## src/rtl/line_mon_pkg.sv

```systemverilog
package line_mon_pkg;
  // Strobes handed from control to datapath each cycle
  typedef struct packed {
    logic frameTick;
    logic rdStrobe;
    logic clrB2;
    logic clrFebe;
  } monStrobes_t;
endpackage

```

## src/rtl/persist_filter.sv

```systemverilog
module persist_filter #(
  parameter int unsigned RUN_LEN = 5,
  parameter int unsigned FIELD_W = 3,
  parameter logic [FIELD_W-1:0] PATTERN = '1
) (
  input  logic               clk,
  input  logic               rst_n,
  input  logic               frameTick,
  input  logic [FIELD_W-1:0] field,
  output logic               alarmOut
);
  localparam int unsigned CNT_W = $clog2(RUN_LEN + 1);

  logic [CNT_W-1:0] runCnt;
  logic             alarmQ;
  logic             patMatch;

  assign patMatch = (field == PATTERN);
  assign alarmOut = alarmQ;

  // Count frames that disagree with the present alarm state; an agreeing
  // frame breaks the run and restarts it.
  always_ff @(posedge clk) begin
    if (!rst_n) begin
      alarmQ <= 1'b0;
      runCnt <= '0;
    end else if (frameTick) begin
      if (patMatch != alarmQ) begin
        if (runCnt == CNT_W'(RUN_LEN - 1)) begin
          alarmQ <= ~alarmQ;
          runCnt <= '0;
        end else begin
          runCnt <= runCnt + 1'b1;
        end
      end else begin
        runCnt <= '0;
      end
    end
  end

  // a rise needs a strobed matching frame
  a_r1_rise_on_match: assert property (@(posedge clk) disable iff (!rst_n)
    $rose(alarmQ) |-> $past(frameTick && patMatch));
  // a fall needs a strobed non-matching frame
  a_r2_fall_on_miss: assert property (@(posedge clk) disable iff (!rst_n)
    $fell(alarmQ) |-> $past(frameTick && !patMatch));
  // idle cycles hold the alarm
  a_r4_idle_holds: assert property (@(posedge clk) disable iff (!rst_n)
    !frameTick |=> $stable(alarmQ));
  // a breaking frame empties the run
  a_r5_break_restarts: assert property (@(posedge clk) disable iff (!rst_n)
    (frameTick && (patMatch == alarmQ)) |=> (runCnt == '0));
endmodule

```

## src/rtl/line_mon_ctrl.sv

```systemverilog
module line_mon_ctrl
  import line_mon_pkg::*;
#(
  parameter int unsigned RUN_LEN = 5
) (
  input  logic        clk,
  input  logic        rst_n,
  input  logic        frameValid,
  input  logic [2:0]  k2Low,
  input  logic        rdReq,
  input  logic        rdSel,
  output monStrobes_t strb,
  output logic        lineAis,
  output logic        lineRdi
);
  localparam int unsigned NUM_ALARMS = 2;
  localparam logic [2:0] AIS_PAT = 3'b111;
  localparam logic [2:0] RDI_PAT = 3'b110;

  logic [NUM_ALARMS-1:0] alarmVec;

  for (genvar i = 0; i < NUM_ALARMS; i++) begin : g_alarm
    localparam logic [2:0] PAT = (i == 0) ? AIS_PAT : RDI_PAT;
    persist_filter #(
      .RUN_LEN(RUN_LEN),
      .FIELD_W(3),
      .PATTERN(PAT)
    ) u_filt (
      .clk      (clk),
      .rst_n    (rst_n),
      .frameTick(frameValid),
      .field    (k2Low),
      .alarmOut (alarmVec[i])
    );
  end

  assign lineAis = alarmVec[0];
  assign lineRdi = alarmVec[1];

  always_comb begin
    strb.frameTick = frameValid;
    strb.rdStrobe  = rdReq;
    strb.clrB2     = rdReq && !rdSel;
    strb.clrFebe   = rdReq && rdSel;
  end

  // the two patterns are exclusive, so both alarms cannot rise together
  a_r3_no_joint_rise: assert property (@(posedge clk) disable iff (!rst_n)
    !($rose(lineAis) && $rose(lineRdi)));
endmodule

```

## src/rtl/line_mon_datapath.sv

```systemverilog
module line_mon_datapath
  import line_mon_pkg::*;
#(
  parameter int unsigned B2_BYTES   = 3,
  parameter int unsigned B2_CNT_W   = 20,
  parameter int unsigned FEBE_CNT_W = 18,
  parameter int unsigned RD_W       = 20
) (
  input  logic                  clk,
  input  logic                  rst_n,
  input  monStrobes_t           strb,
  input  logic                  sts3cMode,
  input  logic [B2_BYTES*8-1:0] b2Rx,
  input  logic [B2_BYTES*8-1:0] b2Calc,
  input  logic [7:0]            z2Febe,
  output logic [RD_W-1:0]       rdData,
  output logic                  rdValid
);
  localparam int unsigned MAX_ERR   = B2_BYTES * 8;
  localparam int unsigned INC_W     = $clog2(MAX_ERR + 1);
  localparam logic [B2_CNT_W-1:0]   B2_MAX   = '1;
  localparam logic [FEBE_CNT_W-1:0] FEBE_MAX = '1;
  localparam logic [7:0] LIM_FULL = 8'(MAX_ERR);
  localparam logic [7:0] LIM_ONE  = 8'd8;

  logic [B2_BYTES-1:0]   byteEn;
  logic [INC_W-1:0]      byteErr [B2_BYTES];
  logic [INC_W-1:0]      b2Inc;
  logic [7:0]            febeLim;
  logic [7:0]            febeInc;
  logic [B2_CNT_W-1:0]   b2Cnt, b2Base, b2Next;
  logic [FEBE_CNT_W-1:0] febeCnt, febeBase, febeNext;
  logic [B2_CNT_W:0]     b2Sum;
  logic [FEBE_CNT_W:0]   febeSum;

  // Channel 1 is always active; the others only in the wide mode
  for (genvar i = 0; i < B2_BYTES; i++) begin : g_chan
    if (i == 0) begin : g_first
      assign byteEn[i] = 1'b1;
    end else begin : g_rest
      assign byteEn[i] = sts3cMode;
    end
    assign byteErr[i] = byteEn[i]
      ? INC_W'($countones(b2Rx[i*8 +: 8] ^ b2Calc[i*8 +: 8])) : '0;
  end

  always_comb begin
    b2Inc = '0;
    for (int i = 0; i < B2_BYTES; i++) begin
      b2Inc = b2Inc + byteErr[i];
    end
  end

  assign febeLim = sts3cMode ? LIM_FULL : LIM_ONE;
  assign febeInc = (z2Febe > febeLim) ? febeLim : z2Febe;

  // Read-and-clear: the cleared base takes this cycle's increment
  assign b2Base   = strb.clrB2   ? '0 : b2Cnt;
  assign febeBase = strb.clrFebe ? '0 : febeCnt;
  assign b2Sum    = {1'b0, b2Base} +
                    (B2_CNT_W + 1)'(strb.frameTick ? b2Inc : '0);
  assign febeSum  = {1'b0, febeBase} +
                    (FEBE_CNT_W + 1)'(strb.frameTick ? febeInc : 8'd0);
  assign b2Next   = b2Sum[B2_CNT_W]     ? B2_MAX   : b2Sum[B2_CNT_W-1:0];
  assign febeNext = febeSum[FEBE_CNT_W] ? FEBE_MAX : febeSum[FEBE_CNT_W-1:0];

  always_ff @(posedge clk) begin
    if (!rst_n) begin
      b2Cnt   <= '0;
      febeCnt <= '0;
      rdData  <= '0;
      rdValid <= 1'b0;
    end else begin
      b2Cnt   <= b2Next;
      febeCnt <= febeNext;
      rdValid <= strb.rdStrobe;
      if (strb.rdStrobe) begin
        rdData <= strb.clrB2 ? RD_W'(b2Cnt) : RD_W'(febeCnt);
      end
    end
  end

  // without a clear the B2 count never drops
  a_r6_b2_monotonic: assert property (@(posedge clk) disable iff (!rst_n)
    !strb.clrB2 |=> (b2Cnt >= $past(b2Cnt)));
  // one frame adds at most the full-mode limit to FEBE
  a_r8_febe_step: assert property (@(posedge clk) disable iff (!rst_n)
    !strb.clrFebe |=> ((febeCnt - $past(febeCnt)) <= FEBE_CNT_W'(MAX_ERR)));
  // a saturated counter stays saturated until read
  a_r9_b2_sat_hold: assert property (@(posedge clk) disable iff (!rst_n)
    (b2Cnt == B2_MAX && !strb.clrB2) |=> (b2Cnt == B2_MAX));
  a_r9_febe_sat_hold: assert property (@(posedge clk) disable iff (!rst_n)
    (febeCnt == FEBE_MAX && !strb.clrFebe) |=> (febeCnt == FEBE_MAX));
  // a request yields exactly one valid cycle
  a_r10_read_valid: assert property (@(posedge clk) disable iff (!rst_n)
    strb.rdStrobe |=> rdValid);
  a_r10_valid_pulse: assert property (@(posedge clk) disable iff (!rst_n)
    !strb.rdStrobe |=> !rdValid);
  // a cleared counter holds no more than one frame's worth
  a_r11_clear_b2: assert property (@(posedge clk) disable iff (!rst_n)
    strb.clrB2 |=> (b2Cnt <= B2_CNT_W'(MAX_ERR)));
endmodule

```

## src/rtl/line_oh_monitor.sv

```systemverilog
module line_oh_monitor
  import line_mon_pkg::*;
#(
  parameter int unsigned RUN_LEN    = 5,
  parameter int unsigned B2_BYTES   = 3,
  parameter int unsigned B2_CNT_W   = 20,
  parameter int unsigned FEBE_CNT_W = 18,
  parameter int unsigned RD_W = (B2_CNT_W > FEBE_CNT_W) ? B2_CNT_W : FEBE_CNT_W
) (
  input  logic                  clk,
  input  logic                  rst_n,
  input  logic                  sts3cMode,
  input  logic                  frameValid,
  input  logic [2:0]            k2Low,
  input  logic [B2_BYTES*8-1:0] b2Rx,
  input  logic [B2_BYTES*8-1:0] b2Calc,
  input  logic [7:0]            z2Febe,
  input  logic                  rdReq,
  input  logic                  rdSel,
  output logic [RD_W-1:0]       rdData,
  output logic                  rdValid,
  output logic                  lineAis,
  output logic                  lineRdi
);
  monStrobes_t strb;

  line_mon_ctrl #(.RUN_LEN(RUN_LEN)) u_ctrl (
    .clk       (clk),
    .rst_n     (rst_n),
    .frameValid(frameValid),
    .k2Low     (k2Low),
    .rdReq     (rdReq),
    .rdSel     (rdSel),
    .strb      (strb),
    .lineAis   (lineAis),
    .lineRdi   (lineRdi)
  );

  line_mon_datapath #(
    .B2_BYTES  (B2_BYTES),
    .B2_CNT_W  (B2_CNT_W),
    .FEBE_CNT_W(FEBE_CNT_W),
    .RD_W      (RD_W)
  ) u_dp (
    .clk      (clk),
    .rst_n    (rst_n),
    .strb     (strb),
    .sts3cMode(sts3cMode),
    .b2Rx     (b2Rx),
    .b2Calc   (b2Calc),
    .z2Febe   (z2Febe),
    .rdData   (rdData),
    .rdValid  (rdValid)
  );
endmodule

```

## config.mk

```make
export PLATFORM = sky130hd
export DESIGN_NAME = line_oh_monitor
export DESIGN_NICKNAME = d
export VERILOG_FILES = /design/src/rtl/line_mon_pkg.sv /design/src/rtl/persist_filter.sv /design/src/rtl/line_mon_ctrl.sv /design/src/rtl/line_mon_datapath.sv /design/src/rtl/line_oh_monitor.sv
export SDC_FILE = /design/constraint.sdc
export NUM_CORES = 1
export LEC_CHECK = 0
export BUFFER_PORTS_ARGS = -buffer_cell sky130_fd_sc_hd__buf_4
export CAP_MARGIN = 20
export CORE_ASPECT_RATIO = 0.9
export CORE_UTILIZATION = 30
export DETAILED_ROUTE_END_ITERATION = 6
export GPL_ROUTABILITY_DRIVEN = 0
export GPL_TIMING_DRIVEN = 0
export SYNTH_ARGS = -nofsm -noshare
export SYNTH_HDL_FRONTEND = slang
export SYNTH_HIERARCHICAL = 1
export SYNTH_SLANG_ARGS = --single-unit
```

## constraint.sdc

```tcl
create_clock -name clk -period 11.5 [get_ports clk]
set_input_delay 2.875 -clock clk [delete_from_list [all_inputs] [get_ports clk]]
set_output_delay 2.875 -clock clk [all_outputs]
set_load 0.05 [all_outputs]
```

==> results of run 1 <==
-- per-layer routing --
layer	track usage (%)	share of wire, %	routed length [um]
met1	18.2	47	5260
met2	24.6	47	5220
met3	3.30	4.2	470
met4	4.83	1.3	146
met5	0	0	0
-- layout by cell type (no fill, tap or decap), types with 11 or more instances in the layout --
| cell | netlist | routed |
|---|---|---|
| nor2_1 | 33 | 33 |
| xnor2_1 | 39 | 39 |
| o21ai_0 | 11 | 11 |
| mux2i_1 | 21 | 21 |
| xor2_1 | 15 | 15 |
| fa_1 | 17 | 17 |
| nor2b_1 | 27 | 27 |
| nand2b_1 | 12 | 12 |
| ha_1 | 34 | 34 |
| inv_1 | 34 | 34 |
| buf_4 | 2 | 89 |
| dfxtp_1 | 67 | 67 |
| a21oi_1 | 32 | 32 |
| nand3_1 | 19 | 19 |
| nand2_1 | 23 | 23 |
| a211oi_1 | 21 | 21 |
-- per-stage QoR --
step | utilization [%] | hold slack [ps] | instances | worst slack (ps)
floorplan | - | 465 | 520 | 2320
global placement | 37.2 | 467 | 805 | 1840
detailed placement | 37.2 | 471 | 805 | 1720
global route | 39.4 | 500 | 821 | 1740
CTS | 39.4 | 481 | 821 | 2050
finish | 39.4 | 477 | 821 | 2100
-- final cells by class --
class | count | area (um^2) | share of cell area [%]
Inverter | 35 | 131 | 2.23
Timing Repair Buffer | 87 | 653 | 11.1
Tap cell | 198 | 248 | 4.21
Clock buffer | 12 | 256 | 4.36
Buffer | 19 | 85.1 | 1.45
Clock inverter | 4 | 72.6 | 1.23
Sequential cell | 67 | 1340 | 22.8
Multi-Input combinational cell | 399 | 3100 | 52.6
-- path summary, 6_finish.rpt --
path	startpoint	cells past startpoint	to
min reg2reg	u_dp/rdData[18]	2	u_dp/rdData[18]
max reg2reg	u_dp/febeCnt[0]	11	u_dp/febeCnt[1]
min	u_dp/rdData[18]	2	u_dp/rdData[18]
max	b2Calc[9]	24	u_dp/b2Cnt[3]
-- power groups by stage --
| stage | Clock [W] | Combinational [W] | Sequential (W) |
|---|---|---|---|
| 2_1_floorplan | 0 | 0.000347 | 0.000272 |
| 3_3_place_gp | 0 | 0.000451 | 0.000261 |
| 3_5_place_dp | 0 | 0.000462 | 0.000261 |
| 4_1_cts | 0.000306 | 0.000468 | 0.000256 |
| 5_1_grt | 0.000316 | 0.000527 | 0.000257 |
| 6_report | 0.000301 | 0.000459 | 0.000256 |
-- worst reg2reg max path: stages, from the launching register on --
cell      delay (ps)
dfxtp_1          350
nor2b_1          150
ha_1             180
inv_1             60
fa_1             390
nand2b_1         160
a21oi_1          310
a21oi_2          210
nor4_4           500
inv_1            140
buf_2            230
a21oi_1          170
-- cells by family after synthesis --
group	after synthesis	share of synthesized area, %
XOR/XNOR	56	10.9
adder cells (fa/ha/maj)	51	16.5
AND/OR/NAND/NOR	166	20.0
AO/OA/AOI/OAI	102	14.6
multiplexers	21	4.52
flip-flops	67	28.9
other	1	0.0807
buffers and inverters	54	4.66
-- sequential cells by signal, summed over array words and instances (netlist names) --
register                        cells
u_dp/febeCnt                       18
u_ctrl/g_alarm.u_filt/alarmOut      2
u_dp/b2Cnt                         20
u_dp/rdData                        20
u_ctrl/g_alarm.u_filt/runCnt        6
u_dp/rdValid                        1
-- Yosys cell counts, drive strengths merged (3+ instances only) --
master  instances
dfxtp          67
xnor2          41
a21oi          35
inv            35
ha             34
nor2           33
nor2b          28
a211oi         23
nand2          23
mux2i          21
nand3          19
fa             17
o21ai          15
xor2           15
nand2b         13
a21o           10
and2           10
buf            10
nor3           10
clkbuf          9
and3            7
nand4           7
nand3b          5
o21a            4
a31oi           3
o211ai          3
==> qor.txt, run 1 <==
post-route ant nets -> 0
Warnings, synthesis -> 6
R2R setup slack -> 8580 ps
initial antenna violation count -> 0
Via-to-Cell Ratio -> 4.79
PD cells -> 173 nW/um^2
Tmin final -> 9400 ps
required time worst endpoint -> 11,760 ps
period utilization -> 81.7%
leak pwr -> 2.51 nW
1st-iter DRT viols -> 181
setup bufs post-CTS -> 0
Total Wirelength -> 11.1 mm
clock skew -> 4.60 ps
clock tree sinks -> 67
Yosys reg bits -> 67
slowest cell on the critical path -> fa_1
actual slew at the worst max-slew pin -> 602 ps
Fin. Hold Viols -> 0
Post-Syn Instances -> 518
Max-Cap Viols -> 0
worst hold path class -> flip-flop to flip-flop
Synth cell types -> 55
core area -> 14,900 um^2
status -> finished, final reports clean
Post-Syn Area -> 4650 um^2
critical path cell sequence -> buf_4 -> xnor2_1 -> fa_1 -> fa_1 -> fa_1 -> inv_1 -> ha_1 -> nand2_1 -> fa_1 -> fa_1 -> fa_1 -> inv_1 -> ha_1 -> fa_1 -> a21o_1 -> a21oi_1 -> xnor2_1 -> and2_1 -> ha_1 -> nand2_1 -> o21bai_1 -> a211oi_4 -> nand2_1 -> a21oi_1
Logic pwr share -> 45.2%
total gr overflow -> 0
Arrival @ worst endpoint -> 9650 ps
Critical Path Max Stage Delay -> 550 ps
# DRC -> 0
# resized after CTS -> 0
Max Freq -> 0.106 GHz
final setup violation count -> 0
Synth top area share -> 28.9%
post-synthesis sequential area ratio -> 28.9%
Rel. slew slack -> 58.8%
area grow syn2layout -> 26.6%
cts hold-fix bufs -> 0
Main synth FF type -> dfxtp_1
# fillers -> 1,534
RSZ-0062 raised after global routing -> no
Sw Pwr -> 0.000349 W
Initial Util -> 31.1%
DR vias -> 3,931
Die Y -> 120 um
Post-synth EDFFs -> 0
crit start category -> primary input
Setup CP Type -> primary input to flip-flop
cell taking the most area after synthesis -> dfxtp_1
WL/cell -> 13.5 um
Final Cell Area -> 5880 um^2
crit-path max FO -> 10
asr flop ratio synth -> 0%
IO Port Bufs -> 87
Crit. End Element -> flip-flop
Power Total -> 0.00102 W
vias in the first global route -> 4,091
P_int -> 0.000667 W
first-pass GRT wire length -> 18.8 mm
CTS clock-pin slew for the worst setup and hold paths -> 50 ps
Final nets -> 734
Worst path top cell family by delay -> adder cells
worst vdd ir -> 0.0674 mV
clock root buffer -> clkbuf_16
largest net degree at the start of global routing -> 18
TNS Setup -> 0 ps
Num CTS Buffers -> 9
IO Pins -> 88
sw frac -> 34.3%
share of cells above drive strength 1 -> 20.2%
DP HPWL -> 8.72 mm
DR pass1 iterations -> 5
WP buf/inv -> 3
Post-Place Cell Area -> 5560 um^2
H-tree depth -> 3
die area -> 16,000 um^2
diode count -> 0
die outline width -> 133 um
Final Max Tran Viols -> 0
Total GRT Usage -> 14.6%
largest cells by area after synthesis -> dfxtp_1 (29%), ha_1 (9.2%), xnor2_1 (7.4%)
Worst-Skew Late Latency -> 330 ps
Seq pwr share -> 25.2%
Std-Cell Rows -> 42
CTS max path bufs -> 2
Crit path top cell by count -> fa_1
mean post-synth cell area -> 8.97 um^2
CTS tree -> done
Clock Power Share -> 29.6%
No activity file was read; power rests on OpenSTA's default activity.
==> inputs of run 2 (changes only) <==
--- a/config.mk
+++ b/config.mk
@@ -5,6 +5,7 @@
 export SDC_FILE = /design/constraint.sdc
 export NUM_CORES = 1
 export LEC_CHECK = 0
+export ABC_AREA = 1
 export BUFFER_PORTS_ARGS = -buffer_cell sky130_fd_sc_hd__buf_4
 export CAP_MARGIN = 20
 export CORE_ASPECT_RATIO = 0.9
==> constraint.sdc (replaced) <==
create_clock -name clk -period 8.3 [get_ports clk]
set_input_delay 2.075 -clock clk [delete_from_list [all_inputs] [get_ports clk]]
set_output_delay 2.075 -clock clk [all_outputs]
set_load 0.05 [all_outputs]
==> qor.txt, run 2 <==
status -> finished, final reports clean
# fillers -> 1,818 (+19%)
Power Total -> 0.00138 W (+36%)
Final Max Tran Viols -> 0 (unchanged)
Post-Place Cell Area -> 6110 um^2 (+10%)
Via-to-Cell Ratio -> 4.64 (-3.2%)
Final Cell Area -> 6490 um^2 (+10%)
crit-path max FO -> 5 (-5)
Total GRT Usage -> 15.0% (+0.46 points)
Rel. slew slack -> 52.7% (-6.1 points)
largest net degree at the start of global routing -> 12 (-6)
Die Y -> 127 um (+5.5%)
largest cells by area after synthesis -> dfxtp_1 (26%), nand2_1 (12%), inv_1 (8.7%)
required time worst endpoint -> 8580 ps (-3180 ps)
crit start category -> primary input
cell with the most instances after synthesis -> nand2_1
total gr overflow -> 0 (unchanged)
# DRC -> 0 (unchanged)
final setup violation count -> 0 (unchanged)
Num CTS Buffers -> 9 (unchanged)
post-route ant nets -> 0 (unchanged)
worst hold path class -> flip-flop to flip-flop
Arrival @ worst endpoint -> 8340 ps (-1310 ps)
placed cell count -> 1,070 (+33%)
IO Port Bufs -> 87 (unchanged)
PD cells -> 213 nW/um^2 (+23%)
DR pass1 iterations -> 4 (-1)
top cells by instance count after synthesis -> nand2_1 (165), inv_1 (120), nor2_1 (89)
Fin. Hold Viols -> 0 (unchanged)
cts hold-fix bufs -> 0 (unchanged)
core area -> 16,900 um^2 (+13%)
Post-synth EDFFs -> 0 (unchanged)
most common cell after layout, fill and taps aside -> nand2_1
Std-Cell Rows -> 45 (+7.1%)
die area -> 17,800 um^2 (+11%)
CTS max path bufs -> 2 (unchanged)
share of cells above drive strength 1 -> 17.7% (-2.5 points)
diode count -> 0 (unchanged)
Max Freq -> 0.124 GHz
Worst-Skew Late Latency -> 340 ps (about the same)
RSZ-0062 raised after global routing -> no
clock root buffer -> clkbuf_16
H-tree depth -> 3 (unchanged)
Initial Util -> 30.7% (-0.45 points)
Tmin final -> 8050 ps
Regs by FF count -> u_dp/b2Cnt x20, u_dp/rdData x20, u_dp/febeCnt x18
commonest non-fill, non-tap cells in the layout -> nand2_1 (160), inv_1 (120), buf_4 (90), nor2_1 (87), dfxtp_1 (67)
period utilization -> 97.0%
CTS clock-pin slew for the worst setup and hold paths -> 60 ps (about the same)
first-pass GRT wire length -> 21.5 mm (+14%)
Hold WS -> 468 ps (-8.82 ps)
Max-Cap Viols -> 0 (unchanged)
leak pwr -> 3.14 nW (+25%)
die outline width -> 141 um (+5.5%)
clock tree sinks -> 67 (unchanged)
actual slew at the worst max-slew pin -> 710 ps (+108 ps)
IO Pins -> 88 (unchanged)
WL/cell -> 12.1 um (-10%)
Final nets -> 988 (+35%)
DR vias -> 5,039 (+28%)
Synth cell types -> 38 (-31%)
CTS tree -> done
clock skew -> 10.1 ps (+5.53 ps)
vias in the first global route -> 4,591 (+12%)
Main synth FF type -> dfxtp_1
Yosys reg bits -> 67 (unchanged)
Post-Syn Area -> 5180 um^2 (+12%)
mean post-synth cell area -> 6.73 um^2 (-25%)
Synth top area share -> 25.9% (-3.0 points)
worst vdd ir -> 0.121 mV (+80%)
Total Wirelength -> 13.2 mm (+19%)
initial antenna violation count -> 0 (unchanged)
asr flop ratio synth -> 0% (unchanged)
Sequential cell area -> 1340 um^2 (unchanged)
Setup CP Type -> primary input to flip-flop
Crit. End Element -> flip-flop
Non-Filler Instances -> 1,087 (+32%)
cell taking the most area after synthesis -> dfxtp_1
1st-iter DRT viols -> 227 (+25%)
Post-Syn Instances -> 770 (+49%)
DP HPWL -> 10.6 mm (+21%)
Warnings, synthesis -> 6 (unchanged)
utilization after layout -> 38.4% (-0.98 points)
area grow syn2layout -> 25.3%
Multi-input gate area -> 3340 um^2 (+7.8%)
post-synthesis sequential area ratio -> 25.9% (-3.0 points)
==> run 2: cell count changes in the layout (fill, tap and decap cells not counted), moves of 21 or more <==
cell,before,now
a211oi_1,21,0
nor2_1,33,87
nand3_1,19,49
a21oi_1,32,66
o21ai_0,11,35
nand2_1,23,160
inv_1,34,120
mux2i_1,21,0
nor2b_1,27,0
==> run 2: final timing paths <==
kind | from | end | slack (ps) | cells after the start
setup reg to reg | u_dp/b2Cnt[0] | u_dp/b2Cnt[17] | 6050 | 13
setup / recovery | b2Calc[9] | u_dp/b2Cnt[4] | 250 | 28
hold / removal | u_dp/febeCnt[2] | u_dp/rdData[2] | 470 | 2
hold reg to reg | u_dp/febeCnt[2] | u_dp/rdData[2] | 470 | 2
==> run 2: report_power, final <==
part / internal (W) / total [W] / leakage, nW / switching (W)
clock: 0.000246 / 0.000386 / 0.144 / 0.000140
combinational: 0.000269 / 0.000642 / 2.45 / 0.000373
sequential: 0.000344 / 0.000357 / 0.546 / 0.0000128
==> run 2: final cells by class <==
type / count / share of cell area (%)
Buffer: 22 / 1.79
Multi-Input combinational cell: 560 / 51.4
Timing Repair Buffer: 88 / 10.2
Sequential cell: 67 / 20.7
Clock inverter: 4 / 0.771
Clock buffer: 11 / 3.89
Inverter: 124 / 7.24
Tap cell: 211 / 4.07
==> run 2: logic make-up (layout without fill, tap and decap cells) <==
kind of cell / after synthesis / in the layout / synth area share, %
compound gates: 117 / 117 / 11.8
xor+xnor: 42 / 42 / 7.10
fa+ha+maj: 51 / 51 / 14.8
buf+inv: 146 / 249 / 11.3
flops: 67 / 67 / 25.9
other cells: 1 / 3 / 0.0723
simple gates: 346 / 347 / 29.1
==> run 2: routing by layer <==
layer | vias to the layer above | wire, um | GRT usage (%)
li1 | 2635 | - | -
met1 | 2262 | 6570 | 20.7
met2 | 134 | 5760 | 24.1
met3 | 8 | 764 | 3.21
met4 | 0 | 104 | 3.20
met5 | - | 0 | 0
==> run 2: timing repair <==
action | CTS | global route
pin swaps | 0 | 9
resized for setup | 0 | 16
cloned | 0 | 1
setup endpoints to repair | 1 | 20
setup buffers | 1 | 0
==> run 2: critical path, cell delays in order <==
cell	delay (ps)
buf_4	120
xnor2_2	140
fa_1	550
fa_1	450
fa_1	560
inv_1	50
ha_1	270
nand2_1	70
fa_1	540
fa_1	440
fa_1	540
inv_1	40
ha_1	220
fa_2	350
nand2_2	80
a21oi_1	50
or2_2	280
o21ai_0	140
a21oi_1	90
ha_1	400
nand2_2	110
nor2_4	130
inv_1	50
nor2_1	110
nand3_2	140
nand2_4	160
o21ai_0	80
inv_1	80
==> run 2: metrics by stage <==
stage | worst slack [ps] | TNS (ps)
6_report | 246 | 0
3_5_place_dp | -356 | -4900
5_1_grt | 0.679 | 0
3_3_place_gp | -295 | -3670
4_1_cts | 62.8 | 0
2_1_floorplan | 269 | 0
==> inputs of run 3 (changes only) <==
--- a/config.mk
+++ b/config.mk
@@ -15,5 +15,4 @@
 export GPL_TIMING_DRIVEN = 0
 export SYNTH_ARGS = -nofsm -noshare
 export SYNTH_HDL_FRONTEND = slang
-export SYNTH_HIERARCHICAL = 1
 export SYNTH_SLANG_ARGS = --single-unit
==> qor.txt, run 3 <==
Critical Path Max Stage Delay -> 550 ps (about the same)
# fillers -> 1,909 (+5.0%)
Post-Syn Area -> 5490 um^2 (+5.9%)
worst hold path class -> flip-flop to flip-flop
Total GRT Usage -> 14.9% (-0.17 points)
die area -> 18,900 um^2 (+5.8%)
most common cell after layout, fill and taps aside -> nand2_1
Worst-Skew Late Latency -> 330 ps (about the same)
clock root buffer -> clkbuf_16
Post-Place Cell Area -> 6440 um^2 (+5.4%)
die outline width -> 145 um (+2.9%)
R2R depth -> 15 (+2)
IO Pins -> 88 (unchanged)
Die Y -> 130 um (+2.9%)
DR pass1 iterations -> 4 (unchanged)
Total Wirelength -> 13.4 mm (+1.5%)
slowest cell on the critical path -> fa_1
final setup violation count -> 0 (unchanged)
WL/cell -> 12.0 um (-1.6%)
DR vias -> 4,854 (-3.7%)
Std-Cell Rows -> 46 (+2.2%)
leak pwr -> 3.54 nW (+13%)
clock skew -> 3.25 ps (-6.88 ps)
Num CTS Buffers -> 9 (unchanged)
Hold WS -> 465 ps (-3.69 ps)
Synth cell types -> 41 (+7.9%)
crit-path max FO -> 6 (+1)
cell with the most instances after synthesis -> nand2_1
CTS max path bufs -> 2 (unchanged)
clock tree sinks -> 67 (unchanged)
Crit. End Element -> flip-flop
IO Port Bufs -> 85 (-2.3%)
area grow syn2layout -> 23.2%
Post-Syn Instances -> 778 (+1.0%)
Arrival @ worst endpoint -> 7650 ps (-690 ps)
cts hold-fix bufs -> 0 (unchanged)
core area -> 17,800 um^2 (+5.3%)
Main synth FF type -> dfxtp_1
H-tree depth -> 3 (unchanged)
Tmin final -> 7450 ps (-601 ps)
CTS clock-pin slew for the worst setup and hold paths -> 60 ps (about the same)
# resized after CTS -> 0 (unchanged)
Initial Util -> 30.9% (+0.19 points)
DP HPWL -> 10.8 mm (+2.3%)
cell taking the most area after synthesis -> dfxtp_1
CTS tree -> done
Post-synth EDFFs -> 0 (unchanged)
post-route ant nets -> 0 (unchanged)
asr flop ratio synth -> 0% (unchanged)
Final Max Tran Viols -> 0 (unchanged)
actual slew at the worst max-slew pin -> 730 ps (+19.9 ps)
Warnings, synthesis -> 0 (-6)
crit start category -> primary input
RR Endpoint -> u_dp.febeCnt[5]
status -> finished, final reports clean
Yosys reg bits -> 67 (unchanged)
setup bufs post-CTS -> 0 (-1)
Regs by FF count -> u_dp.b2Cnt x20, u_dp.rdData x20, u_dp.febeCnt x18
post-synthesis sequential area ratio -> 24.4% (-1.5 points)
mean post-synth cell area -> 7.06 um^2 (+4.8%)
crit path to -> u_dp.b2Cnt[17]
top cells by instance count after synthesis -> nand2_1 (170), inv_1 (157), dfxtp_1 (67), nor2_1 (67), nand3_1 (49)
total gr overflow -> 0 (unchanged)
share of cells above drive strength 1 -> 19.3% (+1.6 points)
# DRC -> 0 (unchanged)
worst vdd ir -> 0.117 mV (-3.5%)
Rel. slew slack -> 51.3% (-1.3 points)
Final nets -> 1,001 (+1.3%)
first-pass GRT wire length -> 21.7 mm (+1.1%)
required time worst endpoint -> 8500 ps (-80 ps)
period utilization -> 89.8% (-7.2 points)
1st-iter DRT viols -> 239 (+5.3%)
Reg2Reg Launch Point -> u_dp.febeCnt[0]
R2R setup slack -> 6040 ps (about the same)
commonest non-fill, non-tap cells in the layout -> nand2_1 (170), inv_1 (157), buf_4 (85), nor2_1 (67), dfxtp_1 (67)
Via-to-Cell Ratio -> 4.33 (-6.6%)
PD cells -> 201 nW/um^2 (-5.9%)
Max-Cap Viols -> 0 (unchanged)
largest net degree at the start of global routing -> 12 (unchanged)
Synth top area share -> 24.4% (-1.5 points)
TNS Setup -> 0 ps (unchanged)
initial antenna violation count -> 0 (unchanged)
diode count -> 0 (unchanged)
Max Freq -> 0.134 GHz (+8.1%)
largest cells by area after synthesis -> dfxtp_1 (24%), nand2_1 (12%), inv_1 (11%)
Setup CP Type -> primary input to flip-flop
vias in the first global route -> 4,637 (+1.0%)
RSZ-0062 raised after global routing -> no
Fin. Hold Viols -> 0 (unchanged)
Final Cell Area -> 6770 um^2 (+4.2%)
worst setup path start -> b2Calc[22]
## run 3: changes by cell type after synthesis, moves of 7 or more
cell     delta
o21ai_0    -16
a21oi_1    -36
ha_1       +10
nor2_1     -22
nand3_2     +7
xnor2_1    -19
xor2_1     +23
inv_1      +37
## run 3: critical path, delay by kind of cell
family | cells | cell delay (ps)
compound gates | 1 | 40
xor+xnor | 2 | 340
fa+ha+maj | 10 | 3480
buf+inv | 7 | 460
simple gates | 12 | 1240
## run 3: worst min path at each step
| stage | depth (start not counted) | slack [ps] | from | end |
|---|---|---|---|---|
| final | 2 | 460 | u_dp.b2Cnt[19] | u_dp.rdData[19] |
| after floorplan | 2 | 440 | u_dp.b2Cnt[19] | u_dp.rdData[19] |
| after global routing | 2 | 490 | u_dp.b2Cnt[19] | u_dp.rdData[19] |
| after global placement | 2 | 460 | u_dp.b2Cnt[19] | u_dp.rdData[19] |
| after detailed placement | 2 | 460 | u_dp.b2Cnt[19] | u_dp.rdData[19] |
| after CTS | 2 | 470 | u_dp.b2Cnt[19] | u_dp.rdData[19] |
## run 3: metal layers
metal  share of wire [%]  GRT usage (%)  wire length (um)  up-vias
met5                   0              0                 0        -
met3                 6.9           2.68               931        8
li1                    -              -                 -     2606
met2                  43           24.4              5750      121
met4                0.79           3.22               106        0
met1                  49           20.2              6620     2119
## run 3: through the flow
stage	total power, W	setup WS, ps	std cells	util [%]
after floorplan	0.000818	1120	780	-
after global placement	0.000942	552	1105	36.2
after detailed placement	0.000950	525	1105	36.2
after CTS	0.00138	850	1121	38.0
after global routing	0.00149	429	1121	38.0
final	0.00136	846	1121	38.0
## run 3: layout make-up
class	count	area (um^2)	area share, %
plain buffers	22	149	2.20
repair buffers	85	638	9.43
multi-input cells	532	3410	50.4
clock buffers	12	256	3.79
inverters	159	597	8.82
well taps	240	300	4.44
flip-flops and latches	67	1340	19.8
clock inverters	4	72.6	1.07
## run 3: cell families (layout without fill, tap and decap cells)
kind of cell / count (synthesis) / after routing / share of synthesized area, %
buffers and inverters: 181 / 282 / 13.6
flip-flops: 67 / 67 / 24.4
XOR/XNOR: 46 / 46 / 7.34
adder cells (fa/ha/maj): 60 / 60 / 15.9
other: 1 / 3 / 0.0683
AO/OA/AOI/OAI: 75 / 75 / 8.29
AND/OR/NAND/NOR: 348 / 348 / 30.4
## run 3: power by group
group | switching [W] | total, W | internal, W | leakage, nW
Clock | 0.000142 | 0.000420 | 0.000279 | 0.159
Sequential | 0.00000617 | 0.000346 | 0.000340 | 0.543
Combinational | 0.000339 | 0.000591 | 0.000253 | 2.84
Total | 0.000486 | 0.00136 | 0.000871 | 3.54
